<file path="src/rtl/dotp_pkg.sv">
package dotp_pkg;

  // Largest number of pairs any length code can select.
  function automatic int dp_pairs_reachable(int n_elem, int len_w);
    int top_code;
    top_code = (1 << len_w) - 1;
    return (top_code < n_elem) ? top_code : n_elem;
  endfunction

  // Largest possible product of two unsigned elements of width w.
  function automatic longint dp_max_product(int w);
    longint e;
    e = (longint'(1) << w) - 1;
    return e * e;
  endfunction

  // Worst-case sum over the reachable pairs.
  function automatic longint dp_max_sum(int n_elem, int len_w, int w);
    return longint'(dp_pairs_reachable(n_elem, len_w)) * dp_max_product(w);
  endfunction

endpackage

</file>
<file path="src/rtl/dotp_lane.sv">
module dotp_lane #(
  parameter int ELEM_W = 8,
  parameter int ACC_W  = 32
) (
  input  logic [ELEM_W-1:0] op_a,
  input  logic [ELEM_W-1:0] op_b,
  output logic [ACC_W-1:0]  prod
);
  import dotp_pkg::*;

  localparam longint PROD_MAX = dp_max_product(ELEM_W);

  // Both operands widened before the multiply: no truncation of the product.
  always_comb prod = ACC_W'(op_a) * ACC_W'(op_b);

  always_comb begin
    a_r3_product_bound: assert (longint'(prod) <= PROD_MAX)
      else $error("product above element bound");
  end
endmodule

</file>
<file path="src/rtl/dotp_chain.sv">
module dotp_chain #(
  parameter int NUM_ELEM = 8,
  parameter int ACC_W    = 32
) (
  input  logic [NUM_ELEM-1:0][ACC_W-1:0] prods,
  output logic [NUM_ELEM-1:0][ACC_W-1:0] partial
);
  import dotp_pkg::*;

  // Every stage written on each evaluation: no self-reference, no latch.
  always_comb begin
    partial[0] = prods[0];
    for (int i = 1; i < NUM_ELEM; i++) begin
      partial[i] = partial[i-1] + prods[i];
    end
  end

  always_comb begin
    for (int i = 1; i < NUM_ELEM; i++) begin
      a_r7_chain_monotonic: assert ((partial[i] >= partial[i-1]) &&
                                    ((partial[i] - partial[i-1]) <= 32'd65025))
        else $error("partial-sum chain step out of range at %0d", i);
    end
  end
endmodule

</file>
<file path="src/rtl/dotp_select.sv">
module dotp_select #(
  parameter int NUM_ELEM = 8,
  parameter int LEN_W    = 3,
  parameter int ACC_W    = 32
) (
  input  logic [NUM_ELEM-1:0][ACC_W-1:0] partial,
  input  logic [LEN_W-1:0]               len,
  output logic [ACC_W-1:0]               sum_out
);
  localparam int NUM_TAPS = 1 << LEN_W;

  logic [NUM_TAPS-1:0][ACC_W-1:0] taps;

  // Tap 0 is the empty sum, tap k holds pairs 0..k-1; codes past the
  // vector length saturate at the full sum.
  for (genvar k = 0; k < NUM_TAPS; k++) begin : g_tap
    if (k == 0) begin : g_empty
      assign taps[k] = '0;
    end else if (k <= NUM_ELEM) begin : g_chain
      assign taps[k] = partial[k-1];
    end else begin : g_sat
      assign taps[k] = partial[NUM_ELEM-1];
    end
  end

  always_comb sum_out = taps[len];
endmodule

</file>
<file path="src/rtl/vl_dot_product.sv">
module vl_dot_product #(
  parameter int NUM_ELEM   = 8,
  parameter int ELEM_W     = 8,
  parameter int LEN_W      = 3,
  parameter int ACC_W      = 32,
  parameter bit REGISTERED = 1'b1
) (
  input  logic                       clk,
  input  logic                       rst,
  input  logic [NUM_ELEM*ELEM_W-1:0] vec_a,
  input  logic [NUM_ELEM*ELEM_W-1:0] vec_b,
  input  logic [LEN_W-1:0]           len,
  output logic [ACC_W-1:0]           result
);
  import dotp_pkg::*;

  localparam longint SUM_MAX = dp_max_sum(NUM_ELEM, LEN_W, ELEM_W);

  logic [NUM_ELEM-1:0][ACC_W-1:0] lane_prod;
  logic [NUM_ELEM-1:0][ACC_W-1:0] chain_sum;
  logic [ACC_W-1:0]               picked_sum;

  for (genvar i = 0; i < NUM_ELEM; i++) begin : g_lane
    dotp_lane #(.ELEM_W(ELEM_W), .ACC_W(ACC_W)) u_lane (
      .op_a (vec_a[i*ELEM_W +: ELEM_W]),
      .op_b (vec_b[i*ELEM_W +: ELEM_W]),
      .prod (lane_prod[i])
    );
  end

  dotp_chain #(.NUM_ELEM(NUM_ELEM), .ACC_W(ACC_W)) u_chain (
    .prods   (lane_prod),
    .partial (chain_sum)
  );

  dotp_select #(.NUM_ELEM(NUM_ELEM), .LEN_W(LEN_W), .ACC_W(ACC_W)) u_sel (
    .partial (chain_sum),
    .len     (len),
    .sum_out (picked_sum)
  );

  if (REGISTERED) begin : g_reg
    always_ff @(posedge clk) begin
      if (rst) result <= '0;
      else     result <= picked_sum;
    end

    a_r1_zero_len: assert property (@(posedge clk) disable iff (rst)
      (len == '0) |=> (result == '0))
      else $error("nonzero result for zero length");

    a_r3_no_overflow: assert property (@(posedge clk) disable iff (rst)
      (longint'(result) <= SUM_MAX))
      else $error("result above worst-case sum");

    a_r6_reset_clears: assert property (@(posedge clk)
      rst |=> (result == '0))
      else $error("result not cleared by reset");

    a_r5_holds_when_idle: assert property (@(posedge clk) disable iff (rst)
      ($past(!rst) && $stable(vec_a) && $stable(vec_b) && $stable(len))
        |=> $stable(result))
      else $error("result moved with steady inputs");
  end else begin : g_comb
    always_comb result = picked_sum;

    always_comb begin
      a_r3_no_overflow_c: assert (longint'(result) <= SUM_MAX)
        else $error("result above worst-case sum");
    end
  end
endmodule

</file>
<file path="config.mk">
export PLATFORM = sky130hd
export DESIGN_NAME = vl_dot_product
export DESIGN_NICKNAME = d
export VERILOG_FILES = /design/src/rtl/dotp_pkg.sv /design/src/rtl/dotp_lane.sv /design/src/rtl/dotp_chain.sv /design/src/rtl/dotp_select.sv /design/src/rtl/vl_dot_product.sv
export SDC_FILE = /design/constraint.sdc
export NUM_CORES = 1
export LEC_CHECK = 0
export ABC_AREA = 1
export BUFFER_PORTS_ARGS = -buffer_cell sky130_fd_sc_hd__buf_2
export CAP_MARGIN = 10
export CORE_MARGIN = 2
export CORE_UTILIZATION = 40
export DETAILED_ROUTE_END_ITERATION = 16
export GPL_TIMING_DRIVEN = 0
export HOLD_SLACK_MARGIN = 0.15
export MAX_ROUTING_LAYER = met4
export PLACE_DENSITY = 0.59
export SLEW_MARGIN = 10
export SYNTH_ARGS = -nofsm -noshare
export SYNTH_HDL_FRONTEND = slang
export SYNTH_HIERARCHICAL = 1
export SYNTH_SLANG_ARGS = --single-unit
</file>
<file path="constraint.sdc">
create_clock -name clk -period 12.4 [get_ports clk]
set_input_delay 1.24 -clock clk [delete_from_list [all_inputs] [get_ports clk]]
set_output_delay 1.24 -clock clk [all_outputs]
set_load 0.02 [all_outputs]
</file>
Word-level counts from Yosys, hierarchy flattened:

Index checks and enable logic that the tools add are counted.

* register bits after elaboration: 32
* input port bits: 133
* output and inout bits: 32
* word-level logic and storage cells: 17

* add/sub/neg operators: 6
* multiply operators: 7
* $lt $le $gt $ge: 1
* multiplexer cells: 2

Operators by type and width (number)
* 32-bit by 16-bit adder with 32-bit output: 5
* 8-bit by 8-bit multiplier with 16-bit output: 7
* 32-bit binary-select mux with 3-bit select: 1
* 32-bit 2-to-1 mux: 1
* 16-bit by 16-bit adder with 17-bit output: 1
* 3-bit by 4-bit less-than comparator with 1-bit output, second input constant: 1

Logic depth before layout (Yosys ltp):

Gate-level depths: netlist of run 1.

* depth in word-level cells: 9
* mapped depth: 78
* mapped depth without buffers: 77

By module:

Netlist of run 1, hierarchy kept.

By module, submodules not included
* dotp_lane (g_lane[0].u_lane ...): times used 7, cells an instance 395, area an instance 2536.2 µm², sequential area each 0.0 µm²
* dotp_chain: times used 1, cells an instance 1698, area an instance 11064.4 µm², sequential area each 0.0 µm²
* dotp_select: times used 1, cells an instance 717, area an instance 2950.3 µm², sequential area each 0.0 µm²
* dotp_lane (g_lane[7].u_lane): times used 1, cells an instance 395, area an instance 2523.7 µm², sequential area each 0.0 µm²
* vl_dot_product: times used 1, cells an instance 99, area an instance 914.6 µm², sequential area each 640.6 µm²

Worst setup path before layout of run 1:

Ideal clock, no wire load.

* path type: in2reg
* from: input port vec_b[2]
* to: register result[21]
* setup time: 0.112 ns
* data arrival time: 10.199 ns
* data required time: 12.288 ns
* path slack: 2.090 ns
* stages: 54
* path buffers: 1
* cell sequence: clkbuf_1 -> nand2_1 -> inv_1 -> fa_1 -> fa_1 -> inv_1 -> fa_1 -> fa_1 -> inv_1 -> ha_1 -> nand2_1 -> nand3_2 -> xor2_1 -> ha_1 -> nand2_1 -> nor3_1 -> nand2_1 -> nand2_1 -> [18 not listed] -> a21oi_1 -> o21a_1 -> a21boi_2 -> xnor2_1 -> ha_1 -> a21oi_1 -> inv_1 -> a21oi_1 -> o21ai_2 -> xor2_1 -> inv_1 -> nand2_1 -> nand3_1 -> nand2_1 -> nand2_1 -> nand2_1 -> inv_1 -> nor2_1

RTL lines
* start: declaration: RTL line vl_dot_product.sv:11 `input logic [NUM_ELEM*ELEM_W-1:0] vec_b,`
* end signal: assignment: RTL line vl_dot_product.sv:45 `else result <= picked_sum;`
* end: declaration: RTL line vl_dot_product.sv:13 `output logic [ACC_W-1:0] result`

==> results.yml, run 1 <==
outcome:
  status: "complete, no violations"
synthesis:
  synth_area_per_cell_sq_um: 6.183
  synth_area_sq_um: 31230
  syn_inst: 5051
  yosysWarningCount: 6
sta:
  worst_pin_slew_ns: 0.5338
  rsz0062_at_grt: "no"
  relSlewSlack_pct: 64.41
  final_hold_viol_count: 0
  finalSetupViolCount: 0
  fin_crit_ns: 11.68
  final.period_utilization_pct: 94.17
  clock.fmax_mhz: 85.63
  setup-tns-final_ns: 0
  drv_slew: 0
global_routing:
  grt.overflow.total: 0
  grt_pass1_vias: 28200
  antenna_found_initial: 2
  globalRouteTotalUtil_pct: 20.23
  grt_max_degree: 11
  grt_pass1_wl_um: 133000
clock_network:
  cts_tree: "done"
  cts_max_path_buffers: 2
  cts_setup_buffers: 0
  cts_made_buffers: 5
  clkTransAtPathRegs_ns: 0.06
  clock-sinks: 32
  hold_buffers: 0
  clockRootBuffer: "clkbuf_16"
  cts_max_level: 2
  ctsResizeCount: 0
floorplan:
  dieArea_sq_um: 80330
  io_pins: 165
  die_y_um: 283.4
  coreArea_sq_um: 77340
  rows: 102
  start_util_pct: 40.38
  fp.dieW_um: 283.4
place:
  routabilityCongestion: 0.9347
  hpwl_um: 68720
  io_buffers: 34
cells_and_area:
  layout.nets: 6047
  largest_register: "result"
  nFillCells: 8455
  drive_gt1_share_pct: 7.715
  reg_top3: "result (32)"
  areaGrowthSynthToFinish_pct: 6.582
  multiInputGateArea_sq_um: 24200
  regArea_sq_um: 640.6
  largest_reg_flops: 32
drt:
  num_vias: 28050
  drtIter0Drc: 1039
  wl_met1_um: 36410
  route.met2.wl_um: 37250
  wl_met3_um: 2058
  drt_first_pass_iters: 5
  postRouteAntennaNets: 0
  drt-wirelength-per-cell_um: 12.33
  routed_wl_um: 76900
  route.detailed.drc: 0
  top_layer_used: "met4"
  vias_per_cell: 4.496
critical_path:
  cp-end-kind: "flip-flop"
  crit_slowest_cell: "fa_1"
  arrival_ns: 11.91
  crit_path_frequent_cell: "nand2_1"
  cp_max_fo: 8
  cp.required_ns: 12.63
  setup.worst_path.class: "primary input to flip-flop"
  startpoint_type: "primary input"
  slowest_delay_ns: 0.49
hold_path:
  holdCritStartpoint: "rst"
  worstHoldEndpoint: "result[31]$_SDFF_PP0_"
  holdPathStages: 2
  hp-class: "primary input to flip-flop"
run:
  drv_cap: 0
## stage by stage
step	util, %	hold slack [ns]	worst slack [ns]	cell area [sq um]	cells
floorplan	-	1.311	2.110	31630	5156
global placement	42.79	1.593	0.4373	33100	6230
detailed placement	42.79	1.588	0.5015	33100	6230
CTS	43.03	1.274	0.7501	33280	6238
global route	43.04	1.266	0.005095	33290	6239
finish	43.04	1.262	0.7224	33290	6239
## critical path: cells and delay by family
family          cells  cell delay, ns
fa+ha+maj          11            4.37
buf+inv             7            0.55
compound gates     13            2.75
xor+xnor            7            1.47
simple gates       14            1.52
## metal layers
layer	GRT usage (%)	vias up
li1	-	15060
met1	25.40	12590
met2	36.32	342
met3	0.9405	56
met4	3.532	0
met5	-	-
## cell usage in the layout (no fill, tap or decap), types with 52 or more instances in the layout
cell,count
nand2_1,1514
inv_1,1304
ha_1,459
fa_1,258
nand3_1,208
a21oi_1,206
buf_4,151
nor2_1,150
xor2_1,149
clkbuf_1,119
conb_1,112
xnor2_1,71
nand2_2,54
buf_2,52
## how the worst max path moves through the flow
stage	start	endpoint	slack (ns)
after floorplan	vec_b[2]	result[21]$_SDFF_PP0_	2.11
after global placement	vec_b[10]	result[21]$_SDFF_PP0_	0.44
after detailed placement	vec_b[10]	result[21]$_SDFF_PP0_	0.50
after CTS	vec_b[10]	result[21]$_SDFF_PP0_	0.75
after global routing	vec_a[11]	result[21]$_SDFF_PP0_	0.005
final	vec_b[10]	result[21]$_SDFF_PP0_	0.72
## area by class of cell
cell class | instances | share of cell area, %
inverters | 1329 | 14.99
clock inverters | 1 | 0.09021
repair buffers | 34 | 0.5112
flip-flops and latches | 32 | 1.925
well taps | 1040 | 3.909
diodes | 1 | 0.007518
multi-input cells | 3494 | 72.70
plain buffers | 301 | 5.405
clock buffers | 7 | 0.4586
Power of run 1 is left out: the tool's default activity adds up to more than one toggle a clock period on the data nets, which glitch-free logic cannot reach.
==> run 2: changes to the inputs <==
==> constraint.sdc (replaced) <==
create_clock -name clk -period 12.55 [get_ports clk]
set_input_delay 0 -clock clk [delete_from_list [all_inputs] [get_ports clk]]
set_output_delay 0 -clock clk [all_outputs]
set_load 0.02 [all_outputs]
==> run 2 against run 1 <==
  * Design area is essentially flat
  * Sequential share of layout area is essentially flat
  * Via count up 0.32%
  * Setup slack improved by 1.4 ns
  * Utilization barely moved
  * Cell count barely moved
  * Highest routed layer unchanged
  * Global-route usage is the same
==> results.yml, run 2 (synthesis results as in run 1) <==
clock_network:
  cts_made_buffers: 5
  clock-sinks: 32
  clkTransAtPathRegs_ns: 0.06
  cts_max_path_buffers: 2
  clockRootBuffer: "clkbuf_16"
  ctsResizeCount: 0
  cts_max_level: 2
  cts_tree: "done"
critical_path:
  crit_slowest_cell: "fa_1"
  setup.worst_path.class: "primary input to flip-flop"
  crit_path_frequent_cell: "nand2_1"
  cp_max_fo: 8
  slowest_delay_ns: 0.49
  arrival_ns: 10.71
  startpoint_type: "primary input"
  cp.required_ns: 12.78
  cp-end-kind: "flip-flop"
sta:
  setup-tns-final_ns: 0
  final_hold_viol_count: 0
  drv_slew: 0
  fin_crit_ns: 10.48
  clock.fmax_mhz: 95.45
  final.period_utilization_pct: 83.48
  finalSetupViolCount: 0
  relSlewSlack_pct: 62.61
  worst_pin_slew_ns: 0.5596
  rsz0062_at_grt: "no"
global_routing:
  globalRouteTotalUtil_pct: 20.23
  antenna_found_initial: 2
  grt.overflow.total: 0
  met3_usage_pct: 0.9405
  grt_pass1_wl_um: 133000
  grt_use_met1_pct: 25.40
  gr-usage-met2_pct: 36.32
  grt_max_degree: 11
  grt_pass1_vias: 28200
  grt-busiest-layer: "met2"
cells_and_area:
  utilization_pct: 43.05
  final_common_cell: "nand2_1"
  largest_register: "result"
  drive_gt1_share_pct: 7.675
  reg_top3: "result (32)"
  nFillCells: 8452
  final_cell_mix: "1,514 x nand2_1, 1,304 x inv_1, 459 x ha_1"
  largest_reg_flops: 32
  areaGrowthSynthToFinish_pct: 6.598
  layout.nets: 6048
floorplan:
  dieArea_sq_um: 80330
  io_pins: 165
  start_util_pct: 40.38
  die_y_um: 283.4
  fp.dieW_um: 283.4
  rows: 102
  coreArea_sq_um: 77340
drt:
  num_vias: 28140
  vias_per_cell: 4.510
  drt-wirelength-per-cell_um: 12.34
  drtIter0Drc: 1117
  postRouteAntennaNets: 0
  drt_first_pass_iters: 5
  routed_wl_um: 77010
  route.detailed.drc: 0
place:
  routabilityCongestion: 0.9347
  hpwl_um: 68720
  io_buffers: 34
run:
  drv_cap: 0
hold_path:
  hp-class: "primary input to flip-flop"
outcome:
  status: "complete, no violations"
run 2: cell count changes in the layout (fill, tap and decap cells not counted), sizes merged:
cell / change
dlygate4sd3: +1
run 2: worst max-delay path, delay by kind of cell:
family	cells	cell delay (ns)
adders and majority gates	11	4.37
xor gates and xnor gates	7	1.47
AOI/OAI and AO/OA	13	2.77
and+or+nand+nor	14	1.53
buffers and inverters	7	0.55
run 2: what timing repair did:
action | CTS | global route
buffers inserted | 0 | 0
endpoints found under the hold margin | 2 | 0
hold buffers | 1 | 0
run 2: through the flow:
stage               setup WS (ns)  hold WS [ns]  instances  area, sq um
global route                1.289        0.3717       6240        33290
detailed placement          1.892        0.3479       6230        33100
floorplan                   3.500       0.07119       5156        31630
CTS                         2.140        0.3688       6239        33290
finish                      2.074        0.3464       6240        33290
global placement            1.827        0.3533       6230        33100
run 2: cell type report:
type	count	area, sq um	share of cell area (%)
clock buffer	7	152.6	0.4585
timing repair buffer	35	180.2	0.5412
tap	1040	1301	3.909
sequential	32	640.6	1.924
multi-input combinational	3494	24200	72.68
buffer	301	1798	5.401
clock inverter	1	30.03	0.09020
inverter	1329	4991	14.99
antenna	1	2.502	0.007517
run 2: metal layers:
metal / up-vias / part of all wire [%]
li1: 15070 / -
met1: 12670 / 47
met2: 354 / 49
met3: 55 / 2.8
met4: 0 / 1.5
met5: - / 0
run 2: final timing paths:
kind	startpoint	cells after the start	slack (ns)	end
max	vec_b[10]	52	2.07	result[21]$_SDFF_PP0_
min	len[2]	5	0.35	result[31]$_SDFF_PP0_
Power of run 2 is left out for the same reason.
